## config.mk

```make
export PLATFORM = sky130hd
export DESIGN_NAME = frame_line_seq
export DESIGN_NICKNAME = d
export VERILOG_FILES = /design/src/rtl/fls_pkg.sv /design/src/rtl/fls_shadow.sv /design/src/rtl/fls_line_counter.sv /design/src/rtl/fls_phase_fsm.sv /design/src/rtl/frame_line_seq.sv
export SDC_FILE = /design/constraint.sdc
export NUM_CORES = 1
export LEC_CHECK = 0
export CORE_ASPECT_RATIO = 2
export CORE_MARGIN = 5
export CORE_UTILIZATION = 55
export CTS_CLUSTER_SIZE = 30
export DETAILED_ROUTE_END_ITERATION = 10
export PLACE_DENSITY = 0.93
export SLEW_MARGIN = 15
export SYNTH_ARGS = -nofsm -noshare
export SYNTH_HDL_FRONTEND = slang
export SYNTH_HIERARCHICAL = 1
export SYNTH_SLANG_ARGS = --single-unit
```

## constraint.sdc

```tcl
create_clock -name clk -period 9.3 [get_ports clk]
set_input_delay 1.86 -clock clk [delete_from_list [all_inputs] [get_ports clk]]
set_output_delay 1.86 -clock clk [all_outputs]
set_load 0.03 [all_outputs]
```

## src/rtl/fls_pkg.sv

```systemverilog
package fls_pkg;
  typedef enum logic [2:0] {
    PH_LOAD = 3'd0,
    PH_SYNC = 3'd1,
    PH_BOF  = 3'd2,
    PH_ACT  = 3'd3,
    PH_EOF  = 3'd4
  } fls_phase_e;

  function automatic int fls_max3(input int a, input int b, input int c);
    int m;
    m = (a > b) ? a : b;
    return (m > c) ? m : c;
  endfunction
endpackage

```

## src/rtl/fls_shadow.sv

```systemverilog
module fls_shadow #(
  parameter int WAIT_W  = 8,
  parameter int SYNC_W  = 6,
  parameter int LINES_W = 10
) (
  input  logic               clk,
  input  logic               rst_n,
  input  logic               load,
  input  logic               in_active,
  input  logic [WAIT_W-1:0]  in_bof,
  input  logic [WAIT_W-1:0]  in_eof,
  input  logic [SYNC_W-1:0]  in_vsw,
  input  logic [LINES_W-1:0] in_lines,
  output logic               sh_active,
  output logic [WAIT_W-1:0]  sh_bof,
  output logic [WAIT_W-1:0]  sh_eof,
  output logic [SYNC_W-1:0]  sh_vsw,
  output logic [LINES_W-1:0] sh_lines
);
  always_ff @(posedge clk) begin
    if (!rst_n) begin
      sh_active <= 1'b0;
      sh_bof    <= '0;
      sh_eof    <= '0;
      sh_vsw    <= '0;
      sh_lines  <= '0;
    end else if (load) begin
      sh_active <= in_active;
      sh_bof    <= in_bof;
      sh_eof    <= in_eof;
      sh_vsw    <= in_vsw;
      sh_lines  <= in_lines;
    end
  end

  // Settings are frozen for the whole frame
  p_shadow_hold_r8: assert property (@(posedge clk) disable iff (!rst_n)
    !load |=> $stable({sh_active, sh_bof, sh_eof, sh_vsw, sh_lines}));
endmodule

```

## src/rtl/fls_line_counter.sv

```systemverilog
module fls_line_counter #(
  parameter int CNT_W = 10
) (
  input  logic             clk,
  input  logic             rst_n,
  input  logic             clr,
  input  logic             tick,
  input  logic [CNT_W-1:0] limit,
  output logic             last
);
  logic [CNT_W-1:0] cnt;

  assign last = (cnt == limit);

  always_ff @(posedge clk) begin
    if (!rst_n || clr) begin
      cnt <= '0;
    end else if (tick) begin
      cnt <= last ? '0 : cnt + 1'b1;
    end
  end

  // Count never runs past the current phase length
  p_cnt_bound_r2: assert property (@(posedge clk) disable iff (!rst_n)
    cnt <= limit);
endmodule

```

## src/rtl/fls_phase_fsm.sv

```systemverilog
module fls_phase_fsm
  import fls_pkg::*;
#(
  parameter int WAIT_W  = 8,
  parameter int SYNC_W  = 6,
  parameter int LINES_W = 10,
  parameter int CNT_W   = 10
) (
  input  logic               clk,
  input  logic               rst_n,
  input  logic               line_done,
  input  logic               last,
  input  logic               sh_active,
  input  logic [WAIT_W-1:0]  sh_bof,
  input  logic [WAIT_W-1:0]  sh_eof,
  input  logic [SYNC_W-1:0]  sh_vsw,
  input  logic [LINES_W-1:0] sh_lines,
  output fls_phase_e         phase,
  output logic [CNT_W-1:0]   limit,
  output logic               tick,
  output logic               clr,
  output logic               load
);
  fls_phase_e phase_nx;
  logic       advance;
  logic       bof_on;
  logic       eof_on;

  assign bof_on  = sh_active && (sh_bof != '0);
  assign eof_on  = sh_active && (sh_eof != '0);
  assign tick    = line_done && (phase != PH_LOAD);
  assign advance = tick && last;
  assign clr     = (phase == PH_LOAD);

  always_comb begin
    case (phase)
      PH_SYNC: limit = CNT_W'(sh_vsw);
      PH_BOF:  limit = CNT_W'(sh_bof) - CNT_W'(1);
      PH_ACT:  limit = CNT_W'(sh_lines);
      PH_EOF:  limit = CNT_W'(sh_eof) - CNT_W'(1);
      default: limit = '0;
    endcase
  end

  always_comb begin
    phase_nx = phase;
    load     = 1'b0;
    case (phase)
      PH_LOAD: begin
        phase_nx = PH_SYNC;
        load     = 1'b1;
      end
      PH_SYNC: if (advance) phase_nx = bof_on ? PH_BOF : PH_ACT;
      PH_BOF:  if (advance) phase_nx = PH_ACT;
      PH_ACT: if (advance) begin
        if (eof_on) begin
          phase_nx = PH_EOF;
        end else begin
          phase_nx = PH_SYNC;
          load     = 1'b1;
        end
      end
      PH_EOF: if (advance) begin
        phase_nx = PH_SYNC;
        load     = 1'b1;
      end
      default: phase_nx = PH_LOAD;
    endcase
  end

  always_ff @(posedge clk) begin
    if (!rst_n) phase <= PH_LOAD;
    else        phase <= phase_nx;
  end

  // Post-frame wait exists only in active mode with a nonzero count
  p_eof_active_only_r7: assert property (@(posedge clk) disable iff (!rst_n)
    (phase == PH_EOF) |-> (sh_active && sh_eof != '0));

  // Pre-frame wait exists only in active mode with a nonzero count
  p_bof_active_only_r7: assert property (@(posedge clk) disable iff (!rst_n)
    (phase == PH_BOF) |-> (sh_active && sh_bof != '0));

  // Sync is reached only from the last line or from the post-frame wait
  p_sync_entry_r5: assert property (@(posedge clk) disable iff (!rst_n)
    (phase == PH_SYNC && $past(phase) != PH_SYNC && $past(phase) != PH_LOAD)
      |-> ($past(phase) == PH_ACT || $past(phase) == PH_EOF));

  // Phase moves only on a sampled line pulse
  p_step_on_pulse_r9: assert property (@(posedge clk) disable iff (!rst_n)
    (phase != $past(phase) && $past(phase) != PH_LOAD) |-> $past(line_done));
endmodule

```

## src/rtl/frame_line_seq.sv

```systemverilog
module frame_line_seq
  import fls_pkg::*;
#(
  parameter int WAIT_W  = 8,
  parameter int SYNC_W  = 6,
  parameter int LINES_W = 10
) (
  input  logic               clk,
  input  logic               rst_n,
  input  logic               line_done,
  input  logic               cfg_active,
  input  logic [WAIT_W-1:0]  cfg_bof_wait,
  input  logic [WAIT_W-1:0]  cfg_eof_wait,
  input  logic [SYNC_W-1:0]  cfg_vsync_w,
  input  logic [LINES_W-1:0] cfg_lines,
  output logic               vsync,
  output logic               lclk_en,
  output logic               pix_en
);
  localparam int CNT_W = fls_max3(WAIT_W, SYNC_W, LINES_W);

  fls_phase_e         phase;
  logic [CNT_W-1:0]   limit;
  logic               tick;
  logic               clr;
  logic               load;
  logic               last;
  logic               sh_active;
  logic [WAIT_W-1:0]  sh_bof;
  logic [WAIT_W-1:0]  sh_eof;
  logic [SYNC_W-1:0]  sh_vsw;
  logic [LINES_W-1:0] sh_lines;

  fls_shadow #(.WAIT_W(WAIT_W), .SYNC_W(SYNC_W), .LINES_W(LINES_W)) shadow_i (
    .clk(clk), .rst_n(rst_n), .load(load),
    .in_active(cfg_active), .in_bof(cfg_bof_wait), .in_eof(cfg_eof_wait),
    .in_vsw(cfg_vsync_w), .in_lines(cfg_lines),
    .sh_active(sh_active), .sh_bof(sh_bof), .sh_eof(sh_eof),
    .sh_vsw(sh_vsw), .sh_lines(sh_lines)
  );

  fls_line_counter #(.CNT_W(CNT_W)) counter_i (
    .clk(clk), .rst_n(rst_n), .clr(clr), .tick(tick),
    .limit(limit), .last(last)
  );

  fls_phase_fsm #(
    .WAIT_W(WAIT_W), .SYNC_W(SYNC_W), .LINES_W(LINES_W), .CNT_W(CNT_W)
  ) fsm_i (
    .clk(clk), .rst_n(rst_n), .line_done(line_done), .last(last),
    .sh_active(sh_active), .sh_bof(sh_bof), .sh_eof(sh_eof),
    .sh_vsw(sh_vsw), .sh_lines(sh_lines),
    .phase(phase), .limit(limit), .tick(tick), .clr(clr), .load(load)
  );

  assign vsync   = (phase == PH_SYNC);
  assign pix_en  = (phase == PH_ACT);
  assign lclk_en = (phase != PH_EOF);
endmodule

```

[Word level (Yosys, flattened, before mapping)]
Cells that the tools add are included.
Word-level totals
  bits in registers: 46
  input bits: 36
  output and inout bits: 3
  logic and storage cells: 44
Operators by class
  add/subtract/negate cells: 3
  equal/unequal tests: 10
  muxes and demuxes: 13
  reductions and logical operators: 11
Operator list (count)
  $pmux 10 s4: 1
  $sub 8x1->9 const B: 2
  $reduce_bool 8->1: 2
  $mux 3: 5
  $pmux 3 s5: 1
  $add 10x1->10 const B: 1
  $eq 10x10->1: 1
  $mux 10: 1
  $ne 2x1->1 const B: 4
  $eq 3x2->1 const B: 2
  $logic_and 1x1->1: 4
  $mux 1: 4
  $reduce_and 4->1: 1
  $eq 3x1->1 const B: 1
  $eq 3x3->1 const B: 1
  $logic_not 3->1: 1
  $ne 3x3->1 const B: 1
  $pmux 1 s3: 1
  $reduce_bool 3->1: 1
  $logic_not 1->1: 1
  $logic_or 1x1->1: 1

[Longest topological paths before layout]
  depth in word-level cells: 6
  mapped depth: 16
  depth with buffers taken out: 14

[Modules after synthesis]
The synthesis kept the hierarchy.
Modules (own cells, without submodules)
  fls_shadow: times used 1, cells each 106, area an instance 1280.0 µm², seq. area each 660.6 µm²
  fls_phase_fsm: times used 1, cells each 106, area an instance 745.7 µm², seq. area each 60.1 µm²
  fls_line_counter: times used 1, cells each 67, area an instance 595.6 µm², seq. area each 200.2 µm²
  frame_line_seq: times used 1, cells each 3, area an instance 26.3 µm², seq. area each 0.0 µm²

[Worst setup path after synthesis]
No wires, ideal clock.
  path type: flip-flop to flip-flop
  from: register shadow_i.sh_eof[0]
  to: register shadow_i.sh_active
  library setup time: 116 ps
  arrival: 3016 ps
  required time: 9184 ps
  setup slack: 6168 ps
  stages on the path, launching flop included: 17
  buffers on the path: 2
  period minus slack after synthesis: 3132 ps
  cell sequence: dfxtp_1 > inv_1 > ha_1 > or4b_1 > nor2_1 > xnor2_1 > o211ai_1 > xnor2_1 > nand4_1 > nor4_4 > nand3_1 > nor3_1 > o32a_2 > buf_6 > buf_12 > mux2i_1 > nor2b_1
Between the ends
  longest elaborated chain between the ends: 6
  elaborated cells on any way between the ends: 10
  those cells by class: add/sub (1); eq/ne (1); mux (5); reduce/logical (3)
RTL lines
  start, declared: line fls_shadow.sv:16  | output logic [WAIT_W-1:0] sh_eof,
  start signal, assigned: line fls_shadow.sv:30  | sh_eof <= in_eof;
  $sub 8x1->9 (*): line fls_phase_fsm.sv:40  | PH_EOF: limit = CNT_W'(sh_eof) - CNT_W'(1);
  $pmux 10 s4 (*): line fls_phase_fsm.sv:36  | case (phase)
  via limit[6]: line frame_line_seq.sv:23  | logic [CNT_W-1:0] limit;
  $eq 10x10->1 (*): line fls_line_counter.sv:13  | assign last = (cnt == limit);
  via last: line frame_line_seq.sv:27  | logic last;
  $logic_and 1x1->1 (*): line fls_phase_fsm.sv:32  | assign advance = tick && last;
  $mux 1 (on tied branches): line fls_phase_fsm.sv:63, fls_phase_fsm.sv:55
  $pmux 1 s3 (*): line fls_phase_fsm.sv:48  | case (phase)
  via load: line frame_line_seq.sv:26  | logic load;
  end signal, assigned: line fls_shadow.sv:28  | sh_active <= in_active;
  end, declared: line fls_shadow.sv:14  | output logic sh_active,
Mark *: on every way through the listed nets, which the timed path passes. The rest lies on a longest branch.
A chain may end at the register's enable or synchronous reset.

[Worst setup path after layout]
  from: register shadow_i.sh_eof[0]
  to: register shadow_i.sh_bof[1]
Between the ends
  longest elaborated chain between the ends: 6
  elaborated cells on any way between the ends: 10
  those cells by class: add/sub (1); eq/ne (1); mux (5); reduce/logical (3)
RTL lines
  $sub 8x1->9 (*): line fls_phase_fsm.sv:40
  $pmux 10 s4 (*): line fls_phase_fsm.sv:36
  via limit[6]: line frame_line_seq.sv:23
  $eq 10x10->1 (*): line fls_line_counter.sv:13
  via last: line frame_line_seq.sv:27
  $logic_and 1x1->1 (*): line fls_phase_fsm.sv:32
  $mux 1 (on tied branches): line fls_phase_fsm.sv:63, fls_phase_fsm.sv:55
  $pmux 1 s3 (*): line fls_phase_fsm.sv:48
  via load: line frame_line_seq.sv:26
  end signal, assigned: line fls_shadow.sv:29  | sh_bof <= in_bof;
  end, declared: line fls_shadow.sv:15  | output logic [WAIT_W-1:0] sh_bof,
Marked as above.

==> run metrics <==
first-pass GRT wire length=9915 um; Max VDD drop=0.0001766 V; EDFF count, synth=0; drt drc=0; Setup TNS=0 ps; Combinational Power Share=52.3%; Most Frequent Cell on Critical Path=xnor2_1; site row count=35; CP Launch Point=shadow_i/sh_eof[0]$_SDFFE_PN0P_; WHS Path Cells=2; Netlist cell types=50; met2 WL=3329 um; Worst Path Arrival=4380 ps; Most used DFF post-synth=dfxtp_1; Antenna Cells=0; most common cell after layout, fill and taps aside=dfxtp_1; Slew Limit Fails=0; post-CTS resize count=0; CP Max Fanout=34; Initial Utilization=57.04%; sequential area share after synthesis=34.78%; Req. time, crit path=9490 ps; clock latency on the worst-skew pair=300 ps; Hold WS=528.2 ps; Tmin final=4191 ps; syn_area_per_cell=9.388 um2; GP Congestion=0.8984; Cell Pwr Density=313.7 nW/um2; initial antenna violation count=0; Critical R2R Launch=shadow_i/sh_eof[0]$_SDFFE_PN0P_; I/O Buffers=38; mapped cell area=2648 um2; Async S/R FF share, synth=0%; Gate Count Post-Synth=282; Crit path largest cell delay=840 ps; htree depth=2; HP Start=shadow_i/sh_vsw[0]$_SDFFE_PN0P_; WL met1=2103 um; vias per inst=5.831; Yosys top cell area share=34.78%; max_cap viols=0; Flop pwr share=35.4%; worst min-delay path category=flip-flop to flip-flop; # Post-CTS Setup Buffers=0; setup violators final=0; vias in the first global route=2213; Final #Nets=358; Leakage=1.217 nW; fraction of power spent switching nets=41.84%; Hold Vio Cnt, Final=0; via count=2175; final worst-path cycle share=45.06%; Worst Setup Start Kind=flip-flop; Die Span Y=108.1 um; RSZ-0062 raised after global routing=false; clk sinks=46; crit path kind=flip-flop to flip-flop; P_int=0.5636 mW; TritonCTS clock tree=done; layout cell share with drive strength beyond 1=5.975%; Layout area overhead=16.68%; clock power share=12.3%; headroom to the max-slew limit=34.29%; Layout Skew=10.45 ps; IO Count=39; die width=59.06 um; pin count of the biggest net entering global routing=40; Synth area leader=dfxtp_1; sw power=0.4055 mW; max layer used=met4; cell with the largest stage delay on the worst path=o32a_2; Core ar.=4642 um2; Clock Path Buffers=2; Worst Reg2Reg Path Length in Cells=14; met3 WL=240 um; CTS Buf Count=5; cts hold-fix bufs=0; Total Routing Usage GR=20.21%; status=finished clean; Area contributors post-synth=dfxtp_1 (35%), mux2i_1 (13%), nor2b_1 (8.5%); grt ovf=0; clk slew on worst S/H paths=90 ps; CTS root buffer=clkbuf_8; crit path cell chain=inv_1 > ha_1 > or4b_1 > nor2_1 > xnor2_1 > o211ai_1 > xnor2_1 > nand4_1 > nor4_4 > nand2_1 > nor3_1 > o32a_2 > mux2i_1 > nor2b_1; DR iter-0 viols=83; Ys Warns=6; Yosys reg bits=46; Post-Route WL=6043 um; worst-margin pin slew=985.6 ps; maximum clock frequency=238.6 MHz; wire length per cell=16.20 um; Syn Nets=323; antenna-violating nets left=0; most frequent cells in the layout=dfxtp_1 (46), clkdlybuf4s50_1 (38), nor2b_1 (36); Critical Path Sink Type=flip-flop; dpl hpwl=4659 um; Pre-antenna DRT Iters=4; Die ar.=6386 um2
## state kept, by name, indices dropped and copies added (netlist names)
| register | cells |
|---|---|
| counter_i/cnt | 10 |
| fsm_i/phase | 3 |
| shadow_i/sh_active | 1 |
| shadow_i/sh_bof | 8 |
| shadow_i/sh_eof | 8 |
| shadow_i/sh_lines | 10 |
| shadow_i/sh_vsw | 6 |
## synth_stat cells, types with 3 or more instances
library cell and count:
a21oi_1 8, buf_12 3, buf_2 3, clkbuf_1 4
dfxtp_1 46, ha_1 5, inv_1 7, mux2_2 4
mux2i_1 34, nand2_1 13, nand2b_1 6, nand3_1 4
nand4_1 5, nor2_1 19, nor2b_1 36, nor3_1 6
nor3b_1 3, o22ai_1 3, o31ai_1 5, or3_1 3
or3b_1 4, xnor2_1 20, xor2_1 5
## logic make-up after synthesis
kind of cell	synth area share, %
adders and majority gates	2.363
muxes	14.56
buffers and inverters	4.820
xor gates and xnor gates	8.885
DFF	34.78
AOI/OAI and AO/OA	9.216
and+or+nand+nor	25.38
## layout make-up
type / instances / area, um2
Multi-Input combinational cell: 218 / 1599
Fill cell: 375 / 1553
Sequential cell: 46 / 920.9
Timing Repair Buffer: 39 / 387.9
Clock buffer: 6 / 72.57
Tap cell: 55 / 68.82
Inverter: 7 / 26.28
Clock inverter: 2 / 13.76
## power by group through the flow
stage	Sequential (mW)	Combinational, mW	Clock (mW)
3_5_place_dp	0.345	0.501	0
4_1_cts	0.341	0.505	0.123
3_3_place_gp	0.341	0.484	0
2_1_floorplan	0.311	0.470	0
6_report	0.343	0.507	0.119
5_1_grt	0.352	0.557	0.130
## stage by stage
| stage | instances | cell area [um2] | utilization [%] | total power [mW] | worst slack (ps) |
|---|---|---|---|---|---|
| after floorplan | 282 | 2648 | - | 0.7812 | 6168 |
| after global placement | 365 | 3003 | 64.69 | 0.8252 | 5343 |
| after detailed placement | 365 | 3003 | 64.69 | 0.8467 | 5192 |
| after CTS | 373 | 3089 | 66.55 | 0.9694 | 5175 |
| after global routing | 373 | 3089 | 66.55 | 1.039 | 4798 |
| final | 373 | 3089 | 66.55 | 0.9690 | 5109 |
## metal layers
layer  GRT usage (%)  vias to the layer above
li1                -                     1057
met1           19.82                     1027
met2           36.16                       64
met3           3.823                       27
met4           14.26                        0
met5               0                        -
## critical path, delay by kind of cell (launching register included)
| family | cells | cell delay, ps |
|---|---|---|
| adder cells (fa/ha/maj) | 1 | 220 |
| buffers and inverters | 1 | 110 |
| AND/OR/NAND/NOR | 7 | 1690 |
| AO/OA/AOI/OAI | 2 | 1080 |
| multiplexers | 1 | 300 |
| flip-flops | 1 | 400 |
| XOR/XNOR | 2 | 250 |
## path summary, 6_finish.rpt
kind                            slack [ps]                               to
worst max-delay path                  5110  shadow_i/sh_bof[1]$_SDFFE_PN0P_
worst min-delay path                   530  shadow_i/sh_vsw[0]$_SDFFE_PN0P_
worst min register to register         530  shadow_i/sh_vsw[0]$_SDFFE_PN0P_
worst max register to register        5110  shadow_i/sh_bof[1]$_SDFFE_PN0P_
No activity file was read; power rests on OpenSTA's default activity.
